===== config.mk =====
export PLATFORM = sky130hd
export DESIGN_NAME = i2c_regread_target
export DESIGN_NICKNAME = d
export VERILOG_FILES = /design/src/rtl/i2c_regread_target.sv
export SDC_FILE = /design/constraint.sdc
export NUM_CORES = 1
export LEC_CHECK = 0
export ABC_AREA = 1
export BUFFER_PORTS_ARGS = -buffer_cell sky130_fd_sc_hd__buf_2
export CAP_MARGIN = 15
export CORE_AREA = 3 3 77 79
export DETAILED_ROUTE_END_ITERATION = 12
export DIE_AREA = 0 0 80 82
export GPL_TIMING_DRIVEN = 0
export HOLD_SLACK_MARGIN = 0.1
export PLACE_DENSITY_LB_ADDON = 0.15
export SYNTH_ARGS = -nofsm -noshare
export SYNTH_HDL_FRONTEND = slang
export SYNTH_SLANG_ARGS = --single-unit
export TNS_END_PERCENT = 100

===== constraint.sdc =====
create_clock -name clk -period 1.4 [get_ports clk]
set_input_delay 0.28 -clock clk [delete_from_list [all_inputs] [get_ports clk]]
set_output_delay 0.28 -clock clk [all_outputs]
set_load 0.1 [all_outputs]

===== src/rtl/i2c_regread_target.sv =====
module i2c_regread_target #(
  parameter logic [6:0] TARGET_ADDR = 7'h2C,
  parameter int PTR_W = 4
) (
  input  logic             clk,
  input  logic             rst_n,
  input  logic             scl_i,
  input  logic             sda_i,
  input  logic             addr_lsb,
  output logic             sda_oe,
  output logic [PTR_W-1:0] reg_addr,
  input  logic [15:0]      reg_data
);

  localparam logic [2:0] ST_IDLE = 3'd0;
  localparam logic [2:0] ST_CTRL = 3'd1;
  localparam logic [2:0] ST_CACK = 3'd2;
  localparam logic [2:0] ST_CMD  = 3'd3;
  localparam logic [2:0] ST_KACK = 3'd4;
  localparam logic [2:0] ST_TX   = 3'd5;
  localparam logic [2:0] ST_RACK = 3'd6;

  logic [2:0] scl_q, sda_q;
  logic [2:0] state;
  logic [3:0] bit_cnt;
  logic [7:0] rx_sh, tx_sh;
  logic       rw, lo_next, m_ack;
  logic [PTR_W-1:0] ptr;

  always_ff @(posedge clk or negedge rst_n)
    if (!rst_n) begin
      scl_q <= '1;
      sda_q <= '1;
    end else begin
      scl_q <= {scl_q[1:0], scl_i};
      sda_q <= {sda_q[1:0], sda_i};
    end

  wire scl_rise  = scl_q[1] & ~scl_q[2];
  wire scl_fall  = ~scl_q[1] & scl_q[2];
  wire bus_start = scl_q[1] & scl_q[2] & sda_q[2] & ~sda_q[1];
  wire bus_stop  = scl_q[1] & scl_q[2] & ~sda_q[2] & sda_q[1];
  wire addr_ok   = rx_sh[7:1] == {TARGET_ADDR[6:1], addr_lsb};
  wire cmd_ok    = (rx_sh[3:2] == 2'b11) || (rx_sh[3:2] == 2'b00);
  wire [7:0] next_byte = lo_next ? reg_data[7:0] : reg_data[15:8];

  assign reg_addr = ptr;

  always_ff @(posedge clk or negedge rst_n)
    if (!rst_n) begin
      state   <= ST_IDLE;
      bit_cnt <= '0;
      rx_sh   <= '0;
      tx_sh   <= '0;
      rw      <= 1'b0;
      lo_next <= 1'b0;
      m_ack   <= 1'b0;
      ptr     <= '0;
      sda_oe  <= 1'b0;
    end else if (bus_start) begin
      state   <= ST_CTRL;
      bit_cnt <= '0;
      sda_oe  <= 1'b0;
    end else if (bus_stop) begin
      state  <= ST_IDLE;
      sda_oe <= 1'b0;
    end else begin
      case (state)
        ST_IDLE: ;
        ST_CTRL, ST_CMD: begin
          if (scl_rise && bit_cnt < 4'd8) begin
            rx_sh   <= {rx_sh[6:0], sda_q[1]};
            bit_cnt <= bit_cnt + 4'd1;
          end else if (scl_fall && bit_cnt == 4'd8) begin
            if (state == ST_CTRL) begin
              if (addr_ok) begin
                sda_oe <= 1'b1;
                rw     <= rx_sh[0];
                state  <= ST_CACK;
              end else
                state <= ST_IDLE;
            end else begin
              if (cmd_ok) begin
                ptr    <= rx_sh[7 -: PTR_W];
                sda_oe <= 1'b1;
                state  <= ST_KACK;
              end else
                state <= ST_IDLE;
            end
          end
        end
        ST_CACK:
          if (scl_fall) begin
            bit_cnt <= '0;
            if (rw) begin
              tx_sh   <= reg_data[15:8];
              sda_oe  <= ~reg_data[15];
              lo_next <= 1'b1;
              state   <= ST_TX;
            end else begin
              sda_oe <= 1'b0;
              state  <= ST_CMD;
            end
          end
        ST_KACK:
          if (scl_fall) begin
            sda_oe <= 1'b0;
            state  <= ST_IDLE;
          end
        ST_TX:
          if (scl_fall) begin
            if (bit_cnt == 4'd7) begin
              sda_oe <= 1'b0;
              state  <= ST_RACK;
            end else begin
              tx_sh   <= {tx_sh[6:0], 1'b0};
              sda_oe  <= ~tx_sh[6];
              bit_cnt <= bit_cnt + 4'd1;
            end
          end
        ST_RACK:
          if (scl_rise)
            m_ack <= ~sda_q[1];
          else if (scl_fall) begin
            if (m_ack) begin
              tx_sh   <= next_byte;
              sda_oe  <= ~next_byte[7];
              lo_next <= ~lo_next;
              bit_cnt <= '0;
              state   <= ST_TX;
            end else
              state <= ST_IDLE;
          end
        default: state <= ST_IDLE;
      endcase
    end

endmodule



# [Word-level counts from Yosys, hierarchy flattened]
# Index checks and enable logic that the tools add are counted.
[op_classes] n_bitwise=19 reduce_logical=19 eq_ne=37 addsub=1 mux=57 magnitude_cmp=1
[ops] cell="2-to-1 mux 7 bit" count=7
[ops] cell="2-to-1 mux 3 bit" count=14
[ops] cell="2-to-1 mux 4 bit" count=9
[ops] cell="inequality test 4 bit, second input constant" count=9
[ops] cell="inequality test 3 bit, second input constant" count=8
[ops] cell="one-hot mux 7 bit (3 select lines)" count=1
[ops] cell="2-to-1 mux 1 bit" count=20
[ops] cell="one-hot mux 3 bit (6 select lines)" count=1
[ops] cell="AND reduction 9 bit" count=2
[ops] cell="inequality test 2 bit, second input constant" count=8
[ops] cell="one-hot mux 4 bit (4 select lines)" count=1
[ops] cell="AND reduction 7 bit" count=2
[ops] cell="NOT 1 bit" count=12
[ops] cell="AND reduction 11 bit" count=1
[ops] cell="inequality test 5 bit, second input constant" count=2
[ops] cell="AND reduction 10 bit" count=1
[ops] cell="== test 3 bit, second input constant" count=3
[ops] cell="2-to-1 mux 8 bit" count=1
[ops] cell="AND reduction 4 bit" count=2
[ops] cell="AND reduction 8 bit" count=1
[ops] cell="bitwise AND 1 bit" count=7
[ops] cell="== test 7 x 6 -> 1 bit" count=1
[ops] cell="nonzero test 7 bit" count=1
[ops] cell="== test 3 x 2 -> 1 bit, second input constant" count=2
[ops] cell="other kinds (17)" count=18
[word_totals] out_inout_bits=5 regBits=36

# [Depth between registers and ports, before layout]
# Gate-level depths: netlist of run 1.
[logic_depth] depth_word=9 ltp_mapped=11

# [Worst setup path before layout of run 1]
# Ideal clock, no wire load.
[synth_timing] kind="register -> register" startpoint="register scl_q[2]" endpoint="register state[1]" setup_time_ns=0.121 path_slack_ns=-0.031 stages_incl_launch_ff=10 required_ns=1.279 t_arrival_ns=1.311 synth_period_minus_slack_ns=1.431 cell_sequence="dfstp_2 inv_1 nor2_2 nand3_1 nand2_1 nor2_1 nor2_4 nand2_2 nand2_1 o21ai_2"
[synth_between] elab_chain_cells=5 word_cells_on_any_way=22 classes_between="eq/ne: 9; mux: 2; bitwise: 8; reduce/logical: 3"
[synth_lines] item="start, declared" line="23" rtl="logic [2:0] scl_q, sda_q;"
[synth_lines] item="start signal, assigned" line="35" rtl="scl_q <= {scl_q[1:0], scl_i};"
[synth_lines] item="bitwise AND 1 bit / NOT 1 bit (equally long branches)" line="41, 42, 39"
[synth_lines] item="bitwise AND 1 bit, on equally long branches" line="41, 39, 42"
[synth_lines] item="bitwise AND 1 bit, or another cell as far along" line="41" rtl="wire bus_start = scl_q[1] & scl_q[2] & sda_q[2] & ~sda_q[1];"
[synth_lines] item="inequality test 4 bit (no line), or another cell as far along"
[synth_lines] item="AND reduction 9 bit (no line) / 2-to-1 mux 3 bit (equally long branches)"
[synth_lines] item="end signal, assigned" line="51" rtl="state <= ST_IDLE;"
[synth_lines] item="end signal, assigned" line="61" rtl="state <= ST_CTRL;"
[synth_lines] item="end signal, assigned" line="65" rtl="state <= ST_IDLE;"
[synth_lines] item="end, declared" line="24" rtl="logic [2:0] state;"
# Several ways; a longest one is shown, not always the timed one.
# A chain may end at the register's enable or synchronous reset.

# [Final worst setup path of run 1]
[layout_timing] startpoint="register scl_q[2]" endpoint="register bit_cnt[0]"
[layout_between] elab_chain_cells=5 word_cells_on_any_way=20 classes_between="eq/ne: 8; mux: 1; bitwise: 8; reduce/logical: 3"
[layout_lines] item="bitwise AND 1 bit / NOT 1 bit (equally long branches)" line="41, 42, 39"
[layout_lines] item="bitwise AND 1 bit, on equally long branches" line="41, 39, 42"
[layout_lines] item="bitwise AND 1 bit, or another cell as far along" line="41"
[layout_lines] item="inequality test 3 bit (no line), or another cell as far along"
[layout_lines] item="AND reduction 9 bit (no line)"
[layout_lines] item="end signal, assigned" line="73" rtl="bit_cnt <= bit_cnt + 4'd1;"
[layout_lines] item="end signal, assigned" line="118" rtl="bit_cnt <= bit_cnt + 4'd1;"
[layout_lines] item="end, declared" line="25" rtl="logic [3:0] bit_cnt;"
# Several ways; a longest one is shown, not always the timed one.

==> flow_metrics.env, run 1 <==
export IMPL_status="finished, violations left"
export IMPL_violations="negative setup slack"
export IMPL_crit_fanout=8
export IMPL_finalSetupViolCount=19
export IMPL_syn_inst=268
export IMPL_gr_total_overflow=0
export IMPL_fmax_ghz=0.652
export IMPL_synth_top_area_share_pct=36.0
export IMPL_clk_pin_slew_worst_paths_ns=0.07
export IMPL_hold_viol_final=0
export IMPL_htree_levels=2
export IMPL_final_antenna_net_count=0
export IMPL_dr_pass1_iters=4
export IMPL_hold_path_class="primary input to asynchronous set/reset pin"
export IMPL_portBuffers=25
export IMPL_cts_num_sinks=36
export IMPL_fill_cells=511
export IMPL_r2r_slack_ns=-0.13
export IMPL_drc_errors=0
export IMPL_root_buffer="clkbuf_8"
export IMPL_worstPathRequired_ns=1.58
export IMPL_crit_chain="nand4_4 -> nand2_2 -> nor2_4 -> nor2_4 -> nand3_4 -> nand2_1 -> nand2_1"
export IMPL_finalNonFillerCells=403
export IMPL_irDropWorstVdd_v=0.000900
export IMPL_num_nets_final=353
export IMPL_wl_per_cell_um=12.1
export IMPL_worstSetupPathType="register to register"
export IMPL_fp_dieW_um=80
export IMPL_worst_r2r_endpoint="bit_cnt[0]$_DFFE_PN0P_"
export IMPL_reg2reg_depth=7
export IMPL_fin_util_pct=53.2
export IMPL_synth_top_cell_by_area="dfrtp_1"
export IMPL_post_route_period_util_pct=110
export IMPL_rows=27
export IMPL_r2r_start="scl_q[2]$_DFF_PN1_"
export IMPL_finalWorstSetupSlack_ns=-0.134
export IMPL_clock_path_buffers=2
export IMPL_worstSkewPairLatency_ns=0.28
export IMPL_cp_slowest_cell="dfstp_2"
export IMPL_vias=1858
export IMPL_cap_violations=0
export IMPL_critPathCaptureType="register"
export IMPL_first_iter_violations=84
export IMPL_ys_seq_elements=36
export IMPL_fp_dieH_um=82
export IMPL_multiInputGateArea_sq_um=1160
export IMPL_drive_gt1_share_pct=38.4
export IMPL_arrival_ns=1.71
export IMPL_grt_pass1_wl_um=7830
export IMPL_drv_slew=0
export IMPL_grt_max_degree=37
export IMPL_fp_dieArea_sq_um=6560
export IMPL_crit_path_max_incr_delay_ns=0.59
export IMPL_leakage_nw=1.37
export IMPL_n_antenna_cell=0
export IMPL_avgSynthCellArea_sq_um=7.78
export IMPL_rsz0062_at_grt="yes"
export IMPL_core_sq_um=5410
export IMPL_synthTopCellsByArea="dfrtp_1 (36%), nand2_1 (15%), dfstp_2 (7.6%)"
export IMPL_synth_seq_area_share_pct=43.6
export IMPL_fin_skew_ns=0.00331
export IMPL_start_util_pct=38.6
export IMPL_register_area_sq_um=910
export IMPL_ios=26
export IMPL_cts_tree="done"
export IMPL_area_growth_synth_to_final_pct=37.9
export IMPL_maxSlewHeadroom_pct=45.7
export IMPL_drt_wl_total_um=4870
export IMPL_viasPerCell=4.61
export IMPL_grt_use_total_pct=15.3
export IMPL_synth_distinct_cells=32
export IMPL_dp_hpwl_um=3310
export IMPL_yosysWarnings=0
export IMPL_critPathLaunchType="register"
export IMPL_synth_fp_nets=291
export IMPL_cts_made_buffers=5
export IMPL_antenna_found_initial=0
export IMPL_synth_area_sq_um=2090
export IMPL_grt_pass1_vias=1706
export IMPL_min_period_ns=1.53
export IMPL_power_density_nw_per_um2=1370
export IMPL_place_gp_congestion=0.810
export IMPL_dp_cells=365
export IMPL_worst_pin_slew_ns=0.815
[placed cells by master (no fill, tap or decap), drive strengths merged, types with 2 or more instances in the layout]
| master | n |
|---|---|
| a21oi | 4 |
| a22oi | 6 |
| buf | 56 |
| bufinv | 3 |
| clkbuf | 5 |
| dfrtp | 30 |
| dfstp | 6 |
| dlygate4sd3 | 2 |
| ha | 2 |
| inv | 37 |
| nand2 | 90 |
| nand3 | 17 |
| nand4 | 9 |
| nor2 | 28 |
| o21ai | 29 |
[flip-flops by register name, summed over array words and instances, names as in the netlist]
| name | flops |
|---|---|
| lo_next | 1 |
| sda_q | 3 |
| sda_oe | 1 |
| m_ack | 1 |
| scl_q | 3 |
| state | 3 |
| bit_cnt | 4 |
| tx_sh | 7 |
| reg_addr | 4 |
| rw | 1 |
| rx_sh | 8 |
[routing by layer]
| layer | share of wire, % | global-route usage [%] |
|---|---|---|
| met1 | 49 | 20.7 |
| met2 | 47 | 24.1 |
| met3 | 2.1 | 3.62 |
| met4 | 1.2 | 4.90 |
| met5 | 0 | 0 |
[metrics by stage]
step | setup TNS (ns) | setup slack, ns | hold slack, ns | power [mW] | instance area, sq um
CTS | -1.10 | -0.0749 | 0.110 | 3.84 | 2700
detailed placement | -3.89 | -0.192 | 0.347 | 2.40 | 2310
global route | -3.33 | -0.215 | 0.137 | 4.19 | 2880
floorplan | -0.00569 | -0.00569 | -0.0156 | 2.17 | 2090
finish | -1.31 | -0.134 | 0.0866 | 3.93 | 2880
global placement | -3.66 | -0.186 | 0.346 | 2.39 | 2310
[layout make-up]
type / instances / area share [%]
Inverter: 37 / 5.27
Sequential cell: 36 / 31.6
Timing Repair Buffer: 55 / 12.8
Clock buffer: 5 / 2.39
Clock inverter: 3 / 3.13
Multi-Input combinational cell: 192 / 40.5
Buffer: 3 / 1.17
Tap cell: 72 / 3.13
[critical path, delay by kind of cell, from the launching register on]
| family | cells | cell delay, ns |
|---|---|---|
| DFF | 1 | 0.59 |
| and+or+nand+nor | 7 | 0.83 |
[Yosys cell counts, drive strengths merged]
cell type	number
a21oi	4
a22o	1
a22oi	6
buf	3
dfrtp	30
dfstp	6
ha	2
inv	37
mux2i	1
nand2	90
nand3	17
nand3b	1
nand4	9
nor2	28
o211ai	1
o21ai	29
o31ai	1
or2	1
xnor2	1
[power by group]
group          switching (mW)  internal, mW  total [mW]
Clock                   0.374         0.891        1.26
Combinational           0.706         0.465        1.17
Sequential              0.208          1.29        1.49
[cells by family after synthesis]
logic type | share of synthesized area, %
and+or+nand+nor | 34.7
DFF | 43.6
buffers and inverters | 7.50
xor gates and xnor gates | 0.420
adders and majority gates | 1.20
AOI/OAI and AO/OA | 12.1
muxes | 0.480
[what timing repair did]
action,4_1_cts,5_1_grt
endpoints found under the hold margin,2,0
endpoints found under the setup margin,29,29
gates resized for setup,25,30
setup buffers,17,11
hold buffers,2,0
pin swaps,11,18
[how the worst max path moves through the flow]
| stage | cells past startpoint | end | startpoint |
|---|---|---|---|
| detailed placement | 9 | bit_cnt[3]$_DFFE_PN0P_ | state[0]$_DFFE_PN0P_ |
| floorplan | 7 | state[1]$_DFFE_PN0P_ | scl_q[1]$_DFF_PN1_ |
| CTS | 7 | state[1]$_DFFE_PN0P_ | scl_q[2]$_DFF_PN1_ |
| global placement | 7 | state[1]$_DFFE_PN0P_ | scl_q[1]$_DFF_PN1_ |
| global route | 7 | bit_cnt[0]$_DFFE_PN0P_ | scl_q[2]$_DFF_PN1_ |
| finish | 7 | bit_cnt[0]$_DFFE_PN0P_ | scl_q[2]$_DFF_PN1_ |
(Power assumes the default switching activity.)
==> inputs of run 2 (changes only) <==
ABC_AREA = 0   (was 1)
CORE_AREA = 3 3 74 76   (was 3 3 77 79)
DIE_AREA = 0 0 77 79   (was 0 0 80 82)
==> run 2 against run 1 <==
  * The flow still finishes with violations (negative setup slack)
  * Worst hold slack better by 0.19 ns
  * Clock skew up 0.0083 ns
  * Setup slack worse by 0.20 ns
  * Sequential power up 14%
  * Global-route usage up 1.5 points
==> flow_metrics.env, run 2 <==
export IMPL_status="finished, violations left"
export IMPL_violations="negative setup slack"
export IMPL_irDropWorstVdd_v=0.000870
export IMPL_synthArstFlopShare_pct=100
export IMPL_grt_pass1_wl_um=8190
export IMPL_finalWorstSetupSlack_ns=-0.335
export IMPL_worstPathRequired_ns=1.63
export IMPL_ys_seq_elements=36
export IMPL_fin_util_pct=57.0
export IMPL_critPathCaptureType="register"
export IMPL_clock_path_buffers=2
export IMPL_wl_per_cell_um=16.1
export IMPL_grt_use_total_pct=16.8
export IMPL_critPathLaunchType="register"
export IMPL_place_ws_ns=-0.426
export IMPL_fp_dieH_um=79
export IMPL_hold_path_startpoint="reg_data[10]"
export IMPL_htree_levels=2
export IMPL_dr_pass1_iters=4
export IMPL_first_iter_violations=113
export IMPL_finalSetupViolCount=28
export IMPL_regMostFlops="rx_sh"
export IMPL_wl_met1_um=2290
export IMPL_register_area_sq_um=912
export IMPL_synth_most_common_cell="dfrtp_1"
export IMPL_synth_flop_cell="dfrtp_1"
export IMPL_maxSlewHeadroom_pct=47.3
export IMPL_design_area_sq_um=2730
export IMPL_crit_chain="ha_4 -> and3b_2 -> nand2b_4 -> a221o_1 -> nor3b_2 -> a31o_1"
export IMPL_vias=1757
export IMPL_syn_inst=193
export IMPL_hold_viol_final=0
export IMPL_antenna_found_initial=0
export IMPL_cp_slowest_cell="dfrtp_2"
export IMPL_avgSynthCellArea_sq_um=10.1
export IMPL_r2r_slack_ns=-0.34
export IMPL_synth_top_cell_by_area="dfrtp_1"
export IMPL_finalNonFillerCells=315
export IMPL_synth_commonest_cells="dfrtp_1 (30), nand2_1 (17), mux2_2 (13), o21ai_0 (13), a21oi_1 (12)"
export IMPL_clk_pin_slew_worst_paths_ns=0.08
export IMPL_cts_tree="done"
export IMPL_portBuffers=25
export IMPL_grt_max_degree=37
export IMPL_rows=25
export IMPL_core_sq_um=4790
export IMPL_worstSetupPathType="register to register"
export IMPL_fp_dieArea_sq_um=6080
export IMPL_yosysWarnings=0
export IMPL_synth_area_sq_um=1950
export IMPL_design_power_total_mw=4.83
export IMPL_start_util_pct=40.8
export IMPL_n_antenna_cell=0
export IMPL_synth_edff_count=0
export IMPL_hold_end="tx_sh[2]$_DFFE_PN0P_"
export IMPL_drive_gt1_share_pct=47.6
export IMPL_drv_slew=0
export IMPL_area_growth_synth_to_final_pct=39.6
export IMPL_place_gp_congestion=0.865
export IMPL_cap_violations=0
export IMPL_synth_seq_area_share_pct=46.5
export IMPL_min_period_ns=1.74
export IMPL_reg2reg_depth=6
export IMPL_fin_skew_ns=0.0116
export IMPL_grt_pass1_vias=1678
export IMPL_worstSkewPairLatency_ns=0.30
export IMPL_post_route_period_util_pct=124
export IMPL_r2r_start="bit_cnt[0]$_DFFE_PN0P_"
export IMPL_hold_path_class="primary input to register"
export IMPL_synthTopCellsByArea="dfrtp_1 (38%), dfstp_2 (8.1%), mux2_2 (7.5%)"
export IMPL_num_nets_final=270
export IMPL_crit_path_max_incr_delay_ns=0.45
export IMPL_cts_made_buffers=5
export IMPL_synth_fp_nets=216
export IMPL_dp_hpwl_um=3380
export IMPL_largest_reg_flops=8
export IMPL_fill_cells=415
export IMPL_rsz0062_at_grt="yes"
export IMPL_wl_met3_um=237
export IMPL_wl_met2_um=2470
export IMPL_fp_dieW_um=77
export IMPL_arrival_ns=1.97
export IMPL_routed_top_layer="met4"
export IMPL_dp_cells=285
export IMPL_largestRegisters="rx_sh: 8 flops, tx_sh: 7 flops"
export IMPL_leakage_nw=1.17
export IMPL_worst_pin_slew_ns=0.791
export IMPL_multiInputGateArea_sq_um=1210
export IMPL_gr_total_overflow=0
export IMPL_drt_wl_total_um=5060
export IMPL_crit_fanout=4
export IMPL_final_antenna_net_count=0
export IMPL_fmax_ghz=0.576
export IMPL_viasPerCell=5.58
export IMPL_path_buf_inv=0
export IMPL_synth_top_area_share_pct=38.4
export IMPL_layout_commonest_cell="dfrtp_1"
export IMPL_worst_r2r_endpoint="bit_cnt[2]$_DFFE_PN0P_"
export IMPL_root_buffer="clkbuf_8"
export IMPL_final_cell_mix="dfrtp_1 (27), buf_2 (26), nand2_1 (16)"
export IMPL_power_density_nw_per_um2=1770
export IMPL_hold_path_cell_count=3
export IMPL_cts_num_sinks=36
export IMPL_ios=26
export IMPL_post_dp_cell_area_sq_um=2230
export IMPL_synth_distinct_cells=50
export IMPL_cp_top_family="simple AND/OR/NAND/NOR gates"
export IMPL_drc_errors=0
run 2: cell count changes after synthesis, sizes merged, moves of 10 or more:
| cell | delta |
|---|---|
| nor2 | -22 |
| mux2 | +13 |
| nand3 | -10 |
| nand2 | -73 |
| inv | -33 |
| o21ai | -12 |
run 2: final cells by class:
| class | instances | area share, % |
|---|---|---|
| multi-input combinational | 144 | 44.2 |
| clock inverter | 2 | 1.28 |
| timing repair buffer | 48 | 12.0 |
| tap | 67 | 3.07 |
| clock buffer | 6 | 2.66 |
| sequential | 36 | 33.4 |
| buffer | 8 | 2.71 |
| inverter | 4 | 0.688 |
run 2: kinds of logic after synthesis:
kind of cell	count (synthesis)	share of synthesized area, %
simple gates	63	18.6
compound gates	62	21.2
flops	36	46.5
mux	14	8.00
buf+inv	13	3.07
xor+xnor	3	1.34
fa+ha+maj	2	1.28
run 2: worst max-delay path by stage:
stage | slack, ns | startpoint | depth (start not counted) | endpoint
floorplan | -0.19 | bit_cnt[0]$_DFFE_PN0P_ | 6 | bit_cnt[2]$_DFFE_PN0P_
global placement | -0.39 | bit_cnt[0]$_DFFE_PN0P_ | 7 | tx_sh[0]$_DFFE_PN0P_
detailed placement | -0.43 | bit_cnt[0]$_DFFE_PN0P_ | 7 | tx_sh[0]$_DFFE_PN0P_
CTS | -0.32 | rx_sh[5]$_DFFE_PN0P_ | 5 | sda_oe$_DFFE_PN0P_
global route | -0.41 | bit_cnt[0]$_DFFE_PN0P_ | 6 | bit_cnt[2]$_DFFE_PN0P_
finish | -0.34 | bit_cnt[0]$_DFFE_PN0P_ | 6 | bit_cnt[2]$_DFFE_PN0P_
run 2: per-stage QoR:
step	hold slack, ns	setup TNS (ns)
6_report	0.278	-5.43
5_1_grt	0.275	-7.52
4_1_cts	0.274	-5.41
3_5_place_dp	0.347	-8.34
3_3_place_gp	0.346	-7.71
2_1_floorplan	-0.0156	-2.70
run 2: timing repair:
action,CTS,global route
resized for setup,28,26
setup endpoints to repair,30,31
hold endpoints to repair,10,0
pin swaps,11,12
hold buffers,3,0
buffers inserted,11,10
run 2: per-layer routing:
layer	up-vias	GRT usage, %
li1	818	-
met1	882	23.0
met2	47	26.4
met3	10	4.76
met4	0	4.27
met5	-	0
run 2: where the power goes:
| group | leakage (nW) | switching (mW) | internal [mW] |
|---|---|---|---|
| logic | 0.676 | 1.15 | 1.07 |
| clock network | 0.0552 | 0.383 | 0.528 |
| registers | 0.439 | 0.330 | 1.37 |
run 2: worst reg2reg max path: cells and delay by family, from the launching register on:
kind                       cells  cell delay [ns]
DFF                            1             0.45
adders and majority gates      1             0.18
and+or+nand+nor                3             0.56
AOI/OAI and AO/OA              2             0.49
==> inputs of run 3 (changes only) <==
RECOVER_POWER = 25   (was not set)
==> run 3 against run 2 <==
  * Critical endpoint unchanged
  * Worst hold slack unchanged
  * Design area unchanged
  * Fmax unchanged
  * The run still ends with negative setup slack left
  * Power about the same
==> flow_metrics.env, run 3 (synthesized netlist as in run 2, its figures left out) <==
export IMPL_design_area_sq_um=2730
export IMPL_place_gp_congestion=0.865
export IMPL_drt_wl_total_um=5060
export IMPL_largestRegisters="rx_sh: 8 flops, tx_sh: 7 flops"
export IMPL_finalSetupViolCount=28
export IMPL_combinationalPowerShare_pct=45.9
export IMPL_finalNonFillerCells=315
export IMPL_r2r_slack_ns=-0.34
export IMPL_intPower_mw=2.97
export IMPL_hold_path_class="primary input to register"
export IMPL_layout_commonest_cell="dfrtp_1"
export IMPL_p_clk_share_pct=18.9
export IMPL_grt_pass1_wl_um=8190
export IMPL_drv_slew=0
export IMPL_regMostFlops="rx_sh"
export IMPL_rsz0062_at_grt="yes"
export IMPL_grt_max_degree=37
export IMPL_clk_pin_slew_worst_paths_ns=0.08
export IMPL_crit_path_max_incr_delay_ns=0.45
export IMPL_dp_hpwl_um=3380
export IMPL_final_cell_mix="dfrtp_1 (27), buf_2 (25), nand2_1 (16)"
export IMPL_fp_dieH_um=79
export IMPL_crit_chain="ha_4 -> and3b_2 -> nand2b_4 -> a221o_1 -> nor3b_2 -> a31o_1"
export IMPL_post_dp_cell_area_sq_um=2230
export IMPL_grt_pass1_vias=1678
export IMPL_finalWorstSetupSlack_ns=-0.335
export IMPL_power_frac_seq_pct=35.3
export IMPL_hold_viol_final=0
export IMPL_portBuffers=25
export IMPL_num_nets_final=270
export IMPL_dp_cells=285
export IMPL_wl_per_cell_um=16.1
export IMPL_ios=26
export IMPL_fin_util_pct=57.0
export IMPL_fp_dieW_um=77
export IMPL_area_growth_synth_to_final_pct=39.6
export IMPL_status="finished, violations left"
export IMPL_path_buf_inv=0
export IMPL_critPathLaunchType="register"
export IMPL_post_route_period_util_pct=124
export IMPL_irDropWorstVdd_v=0.000870
export IMPL_leakage_nw=1.17
export IMPL_fmax_ghz=0.576
export IMPL_grt_util_met2_pct=26.4
export IMPL_fp_dieArea_sq_um=6080
export IMPL_start_util_pct=40.8
export IMPL_cts_made_buffers=5
export IMPL_critPathCaptureType="register"
export IMPL_register_area_sq_um=912
export IMPL_crit_fanout=4
export IMPL_rows=25
export IMPL_first_iter_violations=113
export IMPL_violations="negative setup slack"
export IMPL_multiInputGateArea_sq_um=1210
export IMPL_root_buffer="clkbuf_8"
export IMPL_worst_hold_slack_ns=0.278
export IMPL_clock_path_buffers=2
export IMPL_viasPerCell=5.58
export IMPL_power_switching_share_pct=38.5
export IMPL_cp_top_family="simple AND/OR/NAND/NOR gates"
export IMPL_drive_gt1_share_pct=47.6
export IMPL_vias=1757
export IMPL_worstPathRequired_ns=1.63
export IMPL_worstSetupPathType="register to register"
export IMPL_cp_slowest_cell="dfrtp_2"
export IMPL_cts_num_sinks=36
export IMPL_cap_violations=0
export IMPL_worstSkewPairLatency_ns=0.30
export IMPL_gr_total_overflow=0
export IMPL_worst_pin_slew_ns=0.881
export IMPL_drc_errors=0
export IMPL_min_period_ns=1.74
export IMPL_antenna_found_initial=0
export IMPL_grtUsageMet1_pct=23.0
export IMPL_place_ws_ns=-0.426
export IMPL_n_antenna_cell=0
export IMPL_p_switching_mw=1.86
export IMPL_final_antenna_net_count=0
export IMPL_grtUsageMet3_pct=4.76
export IMPL_fin_skew_ns=0.0116
export IMPL_core_sq_um=4790
export IMPL_cts_tree="done"
export IMPL_grt_busiest_layer="met2"
export IMPL_grt_use_total_pct=16.8
export IMPL_fin_tns_setup_ns=-5.43
export IMPL_maxSlewHeadroom_pct=41.3
export IMPL_largest_reg_flops=8
export IMPL_design_power_total_mw=4.83
export IMPL_dr_pass1_iters=4
export IMPL_arrival_ns=1.97
export IMPL_power_density_nw_per_um2=1770
export IMPL_fill_cells=415
export IMPL_htree_levels=2
## run 3: cell types whose count changed in the layout (fill, tap and decap cells not counted), sizes merged
cell    before  now
buf         52   51
clkbuf       7    8
## run 3: layout make-up
type	instances	share of cell area, %
Multi-Input combinational cell	144	44.2
Timing Repair Buffer	48	12.0
Clock buffer	6	2.66
Inverter	4	0.688
Sequential cell	36	33.4
Tap cell	67	3.07
Clock inverter	2	1.28
Buffer	8	2.71
## run 3: worst min-delay path: stages
cell and delay, ns:
buf_2 0.08, a22oi_1 0.07, o21ai_1 0.11
## run 3: repair_timing
| item | 4_1_cts | 5_1_grt |
|---|---|---|
| setup buffers | 11 | 10 |
| hold buffers | 3 | 0 |
| setup endpoints to repair | 30 | 31 |
| pin swaps | 11 | 12 |
| gates resized for setup | 28 | 26 |
| endpoints found under the hold margin | 10 | 0 |
## run 3: path summary, 6_finish.rpt
kind | startpoint | to | depth (start not counted)
min | reg_data[10] | tx_sh[2]$_DFFE_PN0P_ | 3
min reg2reg | sda_q[0]$_DFF_PN1_ | sda_q[1]$_DFF_PN1_ | 0
max | bit_cnt[0]$_DFFE_PN0P_ | bit_cnt[2]$_DFFE_PN0P_ | 6
max in group asynchronous | rst_n | state[0]$_DFFE_PN0P_ | 2
min in group asynchronous | rst_n | state[2]$_DFFE_PN0P_ | 2
max reg2reg | bit_cnt[0]$_DFFE_PN0P_ | bit_cnt[2]$_DFFE_PN0P_ | 6
## run 3: layer usage
| layer | wire length [um] | part of all wire (%) |
|---|---|---|
| met5 | 0 | 0 |
| met3 | 237 | 4.7 |
| met1 | 2280 | 45 |
| met2 | 2470 | 49 |
| met4 | 68 | 1.3 |
## run 3: power groups by stage
stage / clock (mW) / sequential [mW] / combinational (mW)
2_1_floorplan: 0 / 1.68 / 1.24
3_3_place_gp: 0 / 1.67 / 1.64
3_5_place_dp: 0 / 1.68 / 1.66
4_1_cts: 0.926 / 1.66 / 2.03
5_1_grt: 0.980 / 1.75 / 2.41
6_report: 0.911 / 1.70 / 2.22
